$ cat config.mk
export PLATFORM = sky130hd
export DESIGN_NAME = cfg_xlat
export DESIGN_NICKNAME = d
export VERILOG_FILES = /design/src/rtl/cfg_xlat_pkg.sv /design/src/rtl/cfg_xlat_decode.sv /design/src/rtl/cfg_xlat_lane.sv /design/src/rtl/cfg_xlat_ctrl.sv /design/src/rtl/cfg_xlat.sv
export SDC_FILE = /design/constraint.sdc
export NUM_CORES = 1
export LEC_CHECK = 0
export BUFFER_PORTS_ARGS = -buffer_cell sky130_fd_sc_hd__buf_2
export CAP_MARGIN = 30
export CORE_ASPECT_RATIO = 1.4
export CORE_MARGIN = 4
export CORE_UTILIZATION = 30
export DETAILED_ROUTE_END_ITERATION = 8
export SYNTH_ARGS = -nofsm -noshare
export SYNTH_HDL_FRONTEND = slang
export SYNTH_HIERARCHICAL = 1
export SYNTH_SLANG_ARGS = --single-unit
export TNS_END_PERCENT = 10
$ cat constraint.sdc
create_clock -name clk -period 2.7 [get_ports clk]
set_input_delay 0.81 -clock clk [delete_from_list [all_inputs] [get_ports clk]]
set_output_delay 0.81 -clock clk [all_outputs]
set_load 0.03 [all_outputs]
$ cat src/rtl/cfg_xlat_pkg.sv
package cfg_xlat_pkg;

  typedef enum logic [1:0] {
    ST_IDLE  = 2'd0,
    ST_PROBE = 2'd1,
    ST_WBACK = 2'd2,
    ST_RESP  = 2'd3
  } xl_state_e;

  localparam logic [1:0] TAG_T0 = 2'b10;
  localparam logic [1:0] TAG_T1 = 2'b11;

  // Lane mask for a size, placed at byte position lo.
  function automatic logic [31:0] lane_mask(input logic [2:0] size, input logic [1:0] lo);
    logic [31:0] m;
    case (size)
      3'd1:    m = 32'h0000_00FF;
      3'd2:    m = 32'h0000_FFFF;
      default: m = 32'hFFFF_FFFF;
    endcase
    return m << {lo, 3'b000};
  endfunction

  function automatic logic [31:0] lane_pick(input logic [31:0] word, input logic [2:0] size,
                                            input logic [1:0] lo);
    return (word >> {lo, 3'b000}) & lane_mask(size, 2'b00);
  endfunction

  function automatic logic [31:0] lane_merge(input logic [31:0] old, input logic [31:0] data,
                                             input logic [2:0] size, input logic [1:0] lo);
    logic [31:0] m;
    if (size == 3'd4) return data;
    m = lane_mask(size, lo);
    return (old & ~m) | ((data & lane_mask(size, 2'b00)) << {lo, 3'b000});
  endfunction

endpackage

$ cat src/rtl/cfg_xlat_decode.sv
module cfg_xlat_decode
  import cfg_xlat_pkg::*;
#(
  parameter int BUS_W      = 8,
  parameter int DEV_W      = 5,
  parameter int FN_W       = 3,
  parameter int OFF_W      = 8,
  parameter int SLOT_MAX   = 16,
  parameter int IDSEL_BASE = 16,
  parameter int WIN_LSB    = 26
) (
  input  logic [BUS_W-1:0]   bus,
  input  logic [DEV_W-1:0]   dev,
  input  logic [FN_W-1:0]    func,
  input  logic [OFF_W-3:0]   off_word,
  input  logic [2:0]         size,
  input  logic               cardbus,
  output logic               legal,
  output logic [31:0]        tgt_addr,
  output logic [31:0]        win_val
);
  localparam int FN_LSB  = 8;
  localparam int DEV_LSB = FN_LSB + FN_W;
  localparam int BUS_LSB = DEV_LSB + DEV_W;
  localparam logic [31:0]  WIN_MASK = ~((32'd1 << WIN_LSB) - 32'd1);
  localparam logic [DEV_W:0] SLOT_LIM = (DEV_W+1)'(SLOT_MAX);
  localparam logic [DEV_W:0] SEL_BASE = (DEV_W+1)'(IDSEL_BASE);

  logic        size_ok, dev_ok, card_ok, type0;
  logic [31:0] hot, low_fields;

  assign type0   = (bus == '0);
  assign size_ok = (size == 3'd1) || (size == 3'd2) || (size == 3'd4);
  assign dev_ok  = !type0 || ({1'b0, dev} < SLOT_LIM);
  assign card_ok = !cardbus || (dev == '0);
  assign legal   = size_ok && dev_ok && card_ok;

  assign hot        = 32'd1 << ({1'b0, dev} + SEL_BASE);
  assign low_fields = (32'(func) << FN_LSB) | 32'({off_word, 2'b00});

  always_comb begin
    if (type0) begin
      win_val  = (hot & WIN_MASK) | 32'(TAG_T0);
      tgt_addr = (hot & ~WIN_MASK) | low_fields;
    end else begin
      win_val  = 32'(TAG_T1);
      tgt_addr = (32'(bus) << BUS_LSB) | (32'(dev) << DEV_LSB) | low_fields | 32'd1;
    end
  end
endmodule

$ cat src/rtl/cfg_xlat_lane.sv
module cfg_xlat_lane
  import cfg_xlat_pkg::*;
(
  input  logic [31:0] word,
  input  logic [31:0] wdata,
  input  logic [2:0]  size,
  input  logic [1:0]  lo,
  output logic [31:0] rd_val,
  output logic [31:0] wr_word
);
  assign rd_val  = lane_pick(word, size, lo);
  assign wr_word = lane_merge(word, wdata, size, lo);
endmodule

$ cat src/rtl/cfg_xlat_ctrl.sv
module cfg_xlat_ctrl
  import cfg_xlat_pkg::*;
(
  input  logic        clk,
  input  logic        rst_n,
  input  logic        req_valid,
  output logic        req_ready,
  input  logic        req_write,
  input  logic [2:0]  req_size,
  input  logic [1:0]  req_lo,
  input  logic [31:0] req_wdata,
  input  logic        dec_legal,
  input  logic [31:0] dec_addr,
  input  logic [31:0] dec_win,
  input  logic [31:0] lane_rd,
  input  logic [31:0] lane_wr,
  output logic [2:0]  cap_size,
  output logic [1:0]  cap_lo,
  output logic [31:0] cap_wdata,
  output logic        cap_write,
  output logic        accept_ev,
  output logic        resp_valid,
  output logic        resp_err,
  output logic [31:0] resp_rdata,
  output logic [31:0] win_reg,
  output logic        mem_valid,
  output logic        mem_write,
  output logic [31:0] mem_addr,
  output logic [31:0] mem_wdata,
  input  logic        mem_ready,
  input  logic        mem_err
);
  xl_state_e   st;
  logic [31:0] addr_q, win_q, wword_q, rdata_q, wdata_q;
  logic [2:0]  size_q;
  logic [1:0]  lo_q;
  logic        err_q, wr_q;
  logic        probe_done, wb_done;

  assign req_ready  = (st == ST_IDLE);
  assign accept_ev  = req_valid && req_ready;
  assign probe_done = (st == ST_PROBE) && mem_ready;
  assign wb_done    = (st == ST_WBACK) && mem_ready;

  always_ff @(posedge clk or negedge rst_n) begin
    if (!rst_n) begin
      st      <= ST_IDLE;
      addr_q  <= '0;
      win_q   <= '0;
      wword_q <= '0;
      rdata_q <= '0;
      wdata_q <= '0;
      size_q  <= '0;
      lo_q    <= '0;
      err_q   <= 1'b0;
      wr_q    <= 1'b0;
    end else begin
      case (st)
        ST_IDLE: begin
          if (accept_ev) begin
            size_q  <= req_size;
            lo_q    <= req_lo;
            wdata_q <= req_wdata;
            wr_q    <= req_write;
            rdata_q <= '0;
            err_q   <= !dec_legal;
            if (dec_legal) begin
              win_q  <= dec_win;
              addr_q <= dec_addr;
              st     <= ST_PROBE;
            end else begin
              st     <= ST_RESP;
            end
          end
        end
        ST_PROBE: begin
          if (probe_done) begin
            if (mem_err) begin
              err_q <= 1'b1;
              st    <= ST_RESP;
            end else if (wr_q) begin
              wword_q <= lane_wr;
              st      <= ST_WBACK;
            end else begin
              rdata_q <= lane_rd;
              st      <= ST_RESP;
            end
          end
        end
        ST_WBACK: begin
          if (wb_done) begin
            err_q <= mem_err;
            st    <= ST_RESP;
          end
        end
        default: st <= ST_IDLE;
      endcase
    end
  end

  assign cap_size   = size_q;
  assign cap_lo     = lo_q;
  assign cap_wdata  = wdata_q;
  assign cap_write  = wr_q;
  assign resp_valid = (st == ST_RESP);
  assign resp_err   = err_q;
  assign resp_rdata = rdata_q;
  assign win_reg    = win_q;
  assign mem_valid  = (st == ST_PROBE) || (st == ST_WBACK);
  assign mem_write  = (st == ST_WBACK);
  assign mem_addr   = addr_q;
  assign mem_wdata  = wword_q;
endmodule

$ cat src/rtl/cfg_xlat.sv
module cfg_xlat
  import cfg_xlat_pkg::*;
#(
  parameter int BUS_W      = 8,
  parameter int DEV_W      = 5,
  parameter int FN_W       = 3,
  parameter int OFF_W      = 8,
  parameter int SLOT_MAX   = 16,
  parameter int IDSEL_BASE = 16,
  parameter int WIN_LSB    = 26
) (
  input  logic               clk,
  input  logic               rst_n,
  input  logic               cardbus_mode,
  input  logic               req_valid,
  output logic               req_ready,
  input  logic               req_write,
  input  logic [BUS_W-1:0]   req_bus,
  input  logic [DEV_W-1:0]   req_dev,
  input  logic [FN_W-1:0]    req_func,
  input  logic [OFF_W-1:0]   req_off,
  input  logic [2:0]         req_size,
  input  logic [31:0]        req_wdata,
  output logic               resp_valid,
  output logic               resp_err,
  output logic [31:0]        resp_rdata,
  output logic [31:0]        win_reg,
  output logic               mem_valid,
  output logic               mem_write,
  output logic [31:0]        mem_addr,
  output logic [31:0]        mem_wdata,
  input  logic               mem_ready,
  input  logic [31:0]        mem_rdata,
  input  logic               mem_err
);
  logic        legal_ev, accept_ev, cap_write;
  logic [31:0] dec_addr, dec_win, lane_rd, lane_wr, cap_wdata;
  logic [2:0]  cap_size;
  logic [1:0]  cap_lo;

  cfg_xlat_decode #(
    .BUS_W(BUS_W), .DEV_W(DEV_W), .FN_W(FN_W), .OFF_W(OFF_W),
    .SLOT_MAX(SLOT_MAX), .IDSEL_BASE(IDSEL_BASE), .WIN_LSB(WIN_LSB)
  ) u_dec (
    .bus(req_bus), .dev(req_dev), .func(req_func), .off_word(req_off[OFF_W-1:2]),
    .size(req_size), .cardbus(cardbus_mode),
    .legal(legal_ev), .tgt_addr(dec_addr), .win_val(dec_win)
  );

  cfg_xlat_lane u_lane (
    .word(mem_rdata), .wdata(cap_wdata), .size(cap_size), .lo(cap_lo),
    .rd_val(lane_rd), .wr_word(lane_wr)
  );

  cfg_xlat_ctrl u_ctrl (
    .clk(clk), .rst_n(rst_n),
    .req_valid(req_valid), .req_ready(req_ready), .req_write(req_write),
    .req_size(req_size), .req_lo(req_off[1:0]), .req_wdata(req_wdata),
    .dec_legal(legal_ev), .dec_addr(dec_addr), .dec_win(dec_win),
    .lane_rd(lane_rd), .lane_wr(lane_wr),
    .cap_size(cap_size), .cap_lo(cap_lo), .cap_wdata(cap_wdata), .cap_write(cap_write),
    .accept_ev(accept_ev),
    .resp_valid(resp_valid), .resp_err(resp_err), .resp_rdata(resp_rdata),
    .win_reg(win_reg),
    .mem_valid(mem_valid), .mem_write(mem_write), .mem_addr(mem_addr),
    .mem_wdata(mem_wdata), .mem_ready(mem_ready), .mem_err(mem_err)
  );
endmodule

==> results of run 1 <==
[area by class of cell]
| type | instances | area (um^2) |
|---|---|---|
| fill | 3021 | 18900 |
| inverter | 44 | 165 |
| sequential | 169 | 4230 |
| antenna | 1 | 2.50 |
| multi-input combinational | 526 | 4350 |
| tap | 385 | 482 |
| timing repair buffer | 260 | 1430 |
| clock buffer | 18 | 439 |
| clock inverter | 14 | 164 |
[logic make-up after synthesis]
family,count (synthesis)
other cells,2
simple gates,176
compound gates,101
fa+ha+maj,8
flops,169
mux,207
xor+xnor,2
buf+inv,132
[routing by layer]
layer / wire [um] / track usage / share of wire / vias to the layer above
li1: - / - / - / 3165
met1: 10500 / 0.187 / 0.38 / 3266
met2: 13400 / 0.268 / 0.49 / 279
met3: 2430 / 0.0591 / 0.089 / 61
met4: 981 / 0.0663 / 0.036 / 14
met5: 95 / 0 / 0.0035 / -
[how the worst max path moves through the flow]
stage                                     endpoint  slack, ps  cells past startpoint
floorplan           u_ctrl/mem_addr[0]$_DFFE_PN0P_        400                      6
global placement    u_ctrl/win_reg[20]$_DFFE_PN0P_        190                      7
detailed placement  u_ctrl/win_reg[20]$_DFFE_PN0P_        140                      7
CTS                                      mem_valid        250                      3
global route                             mem_valid        190                      3
finish                                   mem_valid        270                      3
[critical path: stages (launching register included)]
cell,delay (ps)
dfrtp_1,470
inv_1,140
ha_1,370
buf_2,220
[power groups by stage]
stage | clock network [mW] | registers (mW) | logic (mW)
after CTS | 2.62 | 4.63 | 7.98
after floorplan | 0 | 5.97 | 4.23
final | 2.53 | 4.61 | 7.91
after global routing | 2.71 | 4.78 | 8.49
after global placement | 0 | 4.64 | 7.86
after detailed placement | 0 | 4.63 | 7.98
[stage by stage]
step / worst slack [ps] / hold slack, ps
floorplan: 402 / 452
global placement: 195 / 471
detailed placement: 143 / 475
CTS: 249 / 312
global route: 187 / 324
finish: 272 / 311
[placed cells by master, fill, tap and decap left out, types with 32 or more instances in the layout]
cell type / instances
a21oi_1: 32
inv_1: 42
buf_2: 229
dfrtp_1: 168
conb_1: 32
mux2_1: 77
nand2_1: 47
mux2i_1: 64
nor2_1: 58
mux2_4: 60
==> run metrics, run 1 <==
Synth Area in Compound Gates 0.0803; largest family of logic cells by synthesized area multiplexers; Via Count 6,785; deepest clock path buffer count 2; Post-CTS Setup Inserts 0; placed insts 1,384; Non-Filler Instances 1,417; HPWL after DPL 21.2 mm; Period minus WS final 2430 ps; sequential fraction of the synthesis area 0.458; Final Hold Vio Count 0; htree depth 4; first-pass GRT wire length 41.5 mm; post-route cell area 11,300 um^2; top cell type's share of synthesized area 0.458; I/O pin total 231; clock power share 0.168; average wire per standard cell 19.3 um; Peak supply drop 0.713 mV; reg2reg start u_ctrl/cap_size[1]$_DFFE_PN0P_; NetSw 6.88 mW; Post-Route Skew 13.0 ps; Synth Area in Adders 0.0108; gr ovfl total 0; Power, Total 15.1 mW; clk_lat worst skew 440 ps; Final Max Tran Viols 0; power per cell area 1340 nW/um^2; CTS tree yes; synth cell count leaders dfrtp_1, mux2_1, mux2i_1; Main synth FF type dfrtp_1; Initial Utilization 0.306; Startpoint Class flop; Cells after Synth 797; Tcrit/Tclk final 0.899; nets@finish 1,124; maxcap violations 0; DIE HEIGHT 216 um; GRT Util Overall 0.161; routed vias/inst 4.79; drt pass-1 iters 6; EDFF count, synth 0; vias in the first global route 7,028; worst endpoint required time 1890 ps; CP Class flop to output pin; Worst-Margin Slew 551 ps; Reg power frac 0.307; hold buffer count at cts 0; Seq cells post-synth 169; R2R Path End u_ctrl/mem_wdata[21]$_DFFE_PN0P_; Simple-Gate Fraction of Synth Area 0.0967; die width 156 um; Crit Path Max Fanout 6; clock transition at the registers of the reported paths 70 ps; root buffer cell clkbuf_16; Post-Syn Area 9230 um^2; crit path launch u_ctrl/st[0]$_DFFE_PN0P_; count leader, synth dfrtp_1; IO Port Bufs 230; Die Area 33,700 um^2; Core Util, Final 0.374; Synth Area in XOR/XNOR 0.00190; Setup TNS Final 0 ps; cell taking the most area after synthesis dfrtp_1; Worst Path Arrival 1620 ps; Post-Place Cell Area 10,700 um^2; maximum clock rate 0.412 GHz; Int Pwr 8.18 mW; leakage 5.58 nW; fraction of registers with async set/reset 1.00; Hold/Removal Path Class input port to async pin; Sink Count 169; RSZ-0062 raised after global routing no; largest net degree at the start of global routing 48; DRC Markers 0; status finished clean; Avg Cell Area, Syn 11.6 um^2; Final Wtd Congestion 0.870; post-cts sizing count 0; total CTS buffers 17; num rows 75; r2r worst-path depth 5; post-synthesis mux area share 0.268; relative slew slack 0.631; Area Growth Syn to Fin 22.1%; Yosys Warn Count 6; reg2reg setup slack 420 ps; combinational share of power 0.526; post-synth cell types 56; ratio of cells with drive above 1 in the final layout 0.361; post-route ant nets 0; WL final 27.4 mm; final setup violation count 0; initial antenna violation count 8; Core Area 30,100 um^2; top cells by area, synth dfrtp_1, mux2_4, mux2_1; Switching Fraction 0.457; crit path capture type output pin; DRT iter0 DRCs 426
No activity file was read; power rests on OpenSTA's default activity.
==> run 2: changes to the inputs <==
--- a/config.mk
+++ b/config.mk
@@ -9,7 +9,7 @@
 export CAP_MARGIN = 30
 export CORE_ASPECT_RATIO = 1.4
 export CORE_MARGIN = 4
-export CORE_UTILIZATION = 30
+export CORE_UTILIZATION = 40
 export DETAILED_ROUTE_END_ITERATION = 8
 export SYNTH_ARGS = -nofsm -noshare
 export SYNTH_HDL_FRONTEND = slang
==> constraint.sdc (replaced) <==
create_clock -name clk -period 2.7 [get_ports clk]
set_input_delay 0.81 -clock clk [delete_from_list [all_inputs] [get_ports clk]]
set_output_delay 0.81 -clock clk [all_outputs]
set_load 0.02 [all_outputs]
==> run 2 against run 1 <==
Compared with the run above: combinational power down 12%; core utilization increased by 12 points; first-iteration DRC count fell by 13%; cell area fell by 1.3%; sequential share of layout area rose by 0.51 points; power is 6.8% lower; setup slack improved by 49 ps; sequential power up 0.9%; via count is 2.9% lower; critical endpoint unchanged; largest power group unchanged.
==> run metrics, run 2 (same netlist as run 1, synthesis figures left out) <==
status finished clean; average wire per standard cell 18.5 um (-4.0%); Setup TNS Final 0 ps (unchanged); NetSw 6.02 mW (-12%); RSZ-0062 raised after global routing no; DIE HEIGHT 188 um (-13%); maxcap violations 0 (unchanged); I/O pin total 231 (unchanged); die width 136 um (-13%); combinational share of power 0.499 (-0.027); CP Class flop to output pin; clk_lat worst skew 430 ps (about the same); DRC Markers 0 (unchanged); vias in the first global route 6,656 (-5.3%); post-cts sizing count 0 (unchanged); Via Count 6,585 (-2.9%); maximum clock rate 0.420 GHz (+2.1%); Core Area 22,600 um^2 (-25%); reg2reg setup slack 360 ps (-60 ps); Reg power frac 0.331 (+0.024); clock transition at the registers of the reported paths 70 ps (about the same); crit path capture type output pin; HPWL after DPL 18.9 mm (-11%); most frequent cells in the layout buf_2, dfrtp_1, mux2_1; clock power share 0.169 (about the same); hold buffer count at cts 0 (unchanged); Worst-Margin Slew 745 ps (+195 ps); Area Growth Syn to Fin 20.5%; final setup violation count 0 (unchanged); Core Util, Final 0.492 (+0.118); relative slew slack 0.502 (-0.129); Post-CTS Setup Inserts 0 (unchanged); pre-CTS setup slack 138 ps (-5.58 ps); deepest clock path buffer count 2 (unchanged); gr ovfl total 0 (unchanged); Post-Place Cell Area 10,500 um^2 (-1.1%); Switching Fraction 0.429 (-0.0279); num rows 65 (-13%); htree depth 4 (unchanged); Final Hold Vio Count 0 (unchanged); initial antenna violation count 9 (+1); r2r worst-path depth 5 (unchanged); power per cell area 1260 nW/um^2 (-5.5%); root buffer cell clkbuf_16; Period minus WS final 2380 ps (-49.2 ps); Power, Total 14.0 mW (-6.8%); setup ws final 321 ps (+49.2 ps); WL final 24.7 mm (-9.9%); Peak supply drop 0.657 mV (-7.9%); CTS tree yes; Initial Utilization 0.408 (+0.102); reg2reg start u_ctrl/cap_size[1]$_DFFE_PN0P_; Final Wtd Congestion 0.897 (+3.2%); worst endpoint required time 1890 ps (about the same); total CTS buffers 17 (unchanged); Startpoint Class flop; Hold/Removal Path Class input port to async pin; post-route cell area 11,100 um^2 (-1.3%); Tcrit/Tclk final 0.881 (-0.0182); GRT Util Overall 0.195 (+0.0336); most common library cell in the layout ignoring fill and taps buf_2; post-route ant nets 0 (unchanged); Int Pwr 8.01 mW (-2.0%); DRT iter0 DRCs 372 (-13%); IO Port Bufs 230 (unchanged); nets@finish 1,121 (-0.27%); ratio of cells with drive above 1 in the final layout 0.359 (-0.00187); R2R Path End u_ctrl/mem_wdata[22]$_DFFE_PN0P_; leakage 5.55 nW (-0.61%); Crit Path Max Fanout 6 (unchanged); drt pass-1 iters 5 (-1); first-pass GRT wire length 38.4 mm (-7.5%); fill count 2,144 (-29%); Final Max Tran Viols 0 (unchanged); Post-Route Skew 11.9 ps (-1.12 ps); Worst Path Arrival 1570 ps (-50 ps); routed vias/inst 4.95 (+3.4%); largest net degree at the start of global routing 62 (+29%); Sink Count 169 (unchanged); Die Area 25,600 um^2 (-24%)
[run 2: cell count changes in the layout (fill, tap and decap cells not counted), sizes merged]
cell      before  now
buf          260  257
clkbuf        18   17
clkinvlp       2    4
bufinv         2    1
[run 2: layout make-up]
| class | instances | area [um^2] | area share |
|---|---|---|---|
| timing repair buffer | 257 | 1420 | 0.128 |
| tap | 301 | 377 | 0.0339 |
| multi-input combinational | 526 | 4350 | 0.391 |
| sequential | 169 | 4230 | 0.381 |
| inverter | 44 | 165 | 0.0149 |
| clock buffer | 17 | 425 | 0.0383 |
| antenna | 1 | 2.50 | 0.000225 |
| clock inverter | 15 | 143 | 0.0128 |
[run 2: power groups by stage]
stage	sequential, mW	combinational, mW	clock [mW]
2_1_floorplan	5.35	4.20	0
3_3_place_gp	4.70	6.98	0
3_5_place_dp	4.68	7.07	0
4_1_cts	4.67	7.06	2.46
5_1_grt	4.82	7.56	2.56
6_report	4.65	7.00	2.38
[run 2: critical path: stages (launching register included)]
cell and delay [ps]:
dfrtp_1 470, inv_1 140, ha_1 360, buf_2 180
[run 2: layer usage]
| metal | track usage | vias to the layer above | routed length [um] |
|---|---|---|---|
| li1 | - | 3152 | - |
| met1 | 0.240 | 3133 | 9930 |
| met2 | 0.322 | 240 | 12100 |
| met3 | 0.0652 | 44 | 1920 |
| met4 | 0.0617 | 16 | 578 |
| met5 | 0 | - | 118 |
[run 2: worst max path at each step]
| stage | start | to | slack, ps | cells after the start |
|---|---|---|---|---|
| final | u_ctrl/st[1]$_DFFE_PN0P_ | mem_valid | 320 | 3 |
| after global routing | u_ctrl/cap_size[1]$_DFFE_PN0P_ | u_ctrl/mem_wdata[27]$_DFFE_PN0P_ | 230 | 5 |
| after CTS | u_ctrl/st[0]$_DFFE_PN0P_ | mem_valid | 280 | 3 |
| after detailed placement | req_bus[7] | u_ctrl/mem_addr[5]$_DFFE_PN0P_ | 140 | 7 |
| after global placement | req_bus[7] | u_ctrl/mem_addr[5]$_DFFE_PN0P_ | 170 | 7 |
| after floorplan | req_dev[2] | u_ctrl/mem_addr[0]$_DFFE_PN0P_ | 400 | 6 |
[run 2: per-stage QoR]
step           std cells  hold WS, ps
2_1_floorplan        827          452
6_report            1330          282
3_5_place_dp        1297          480
5_1_grt             1329          286
3_3_place_gp        1297          471
4_1_cts             1329          276
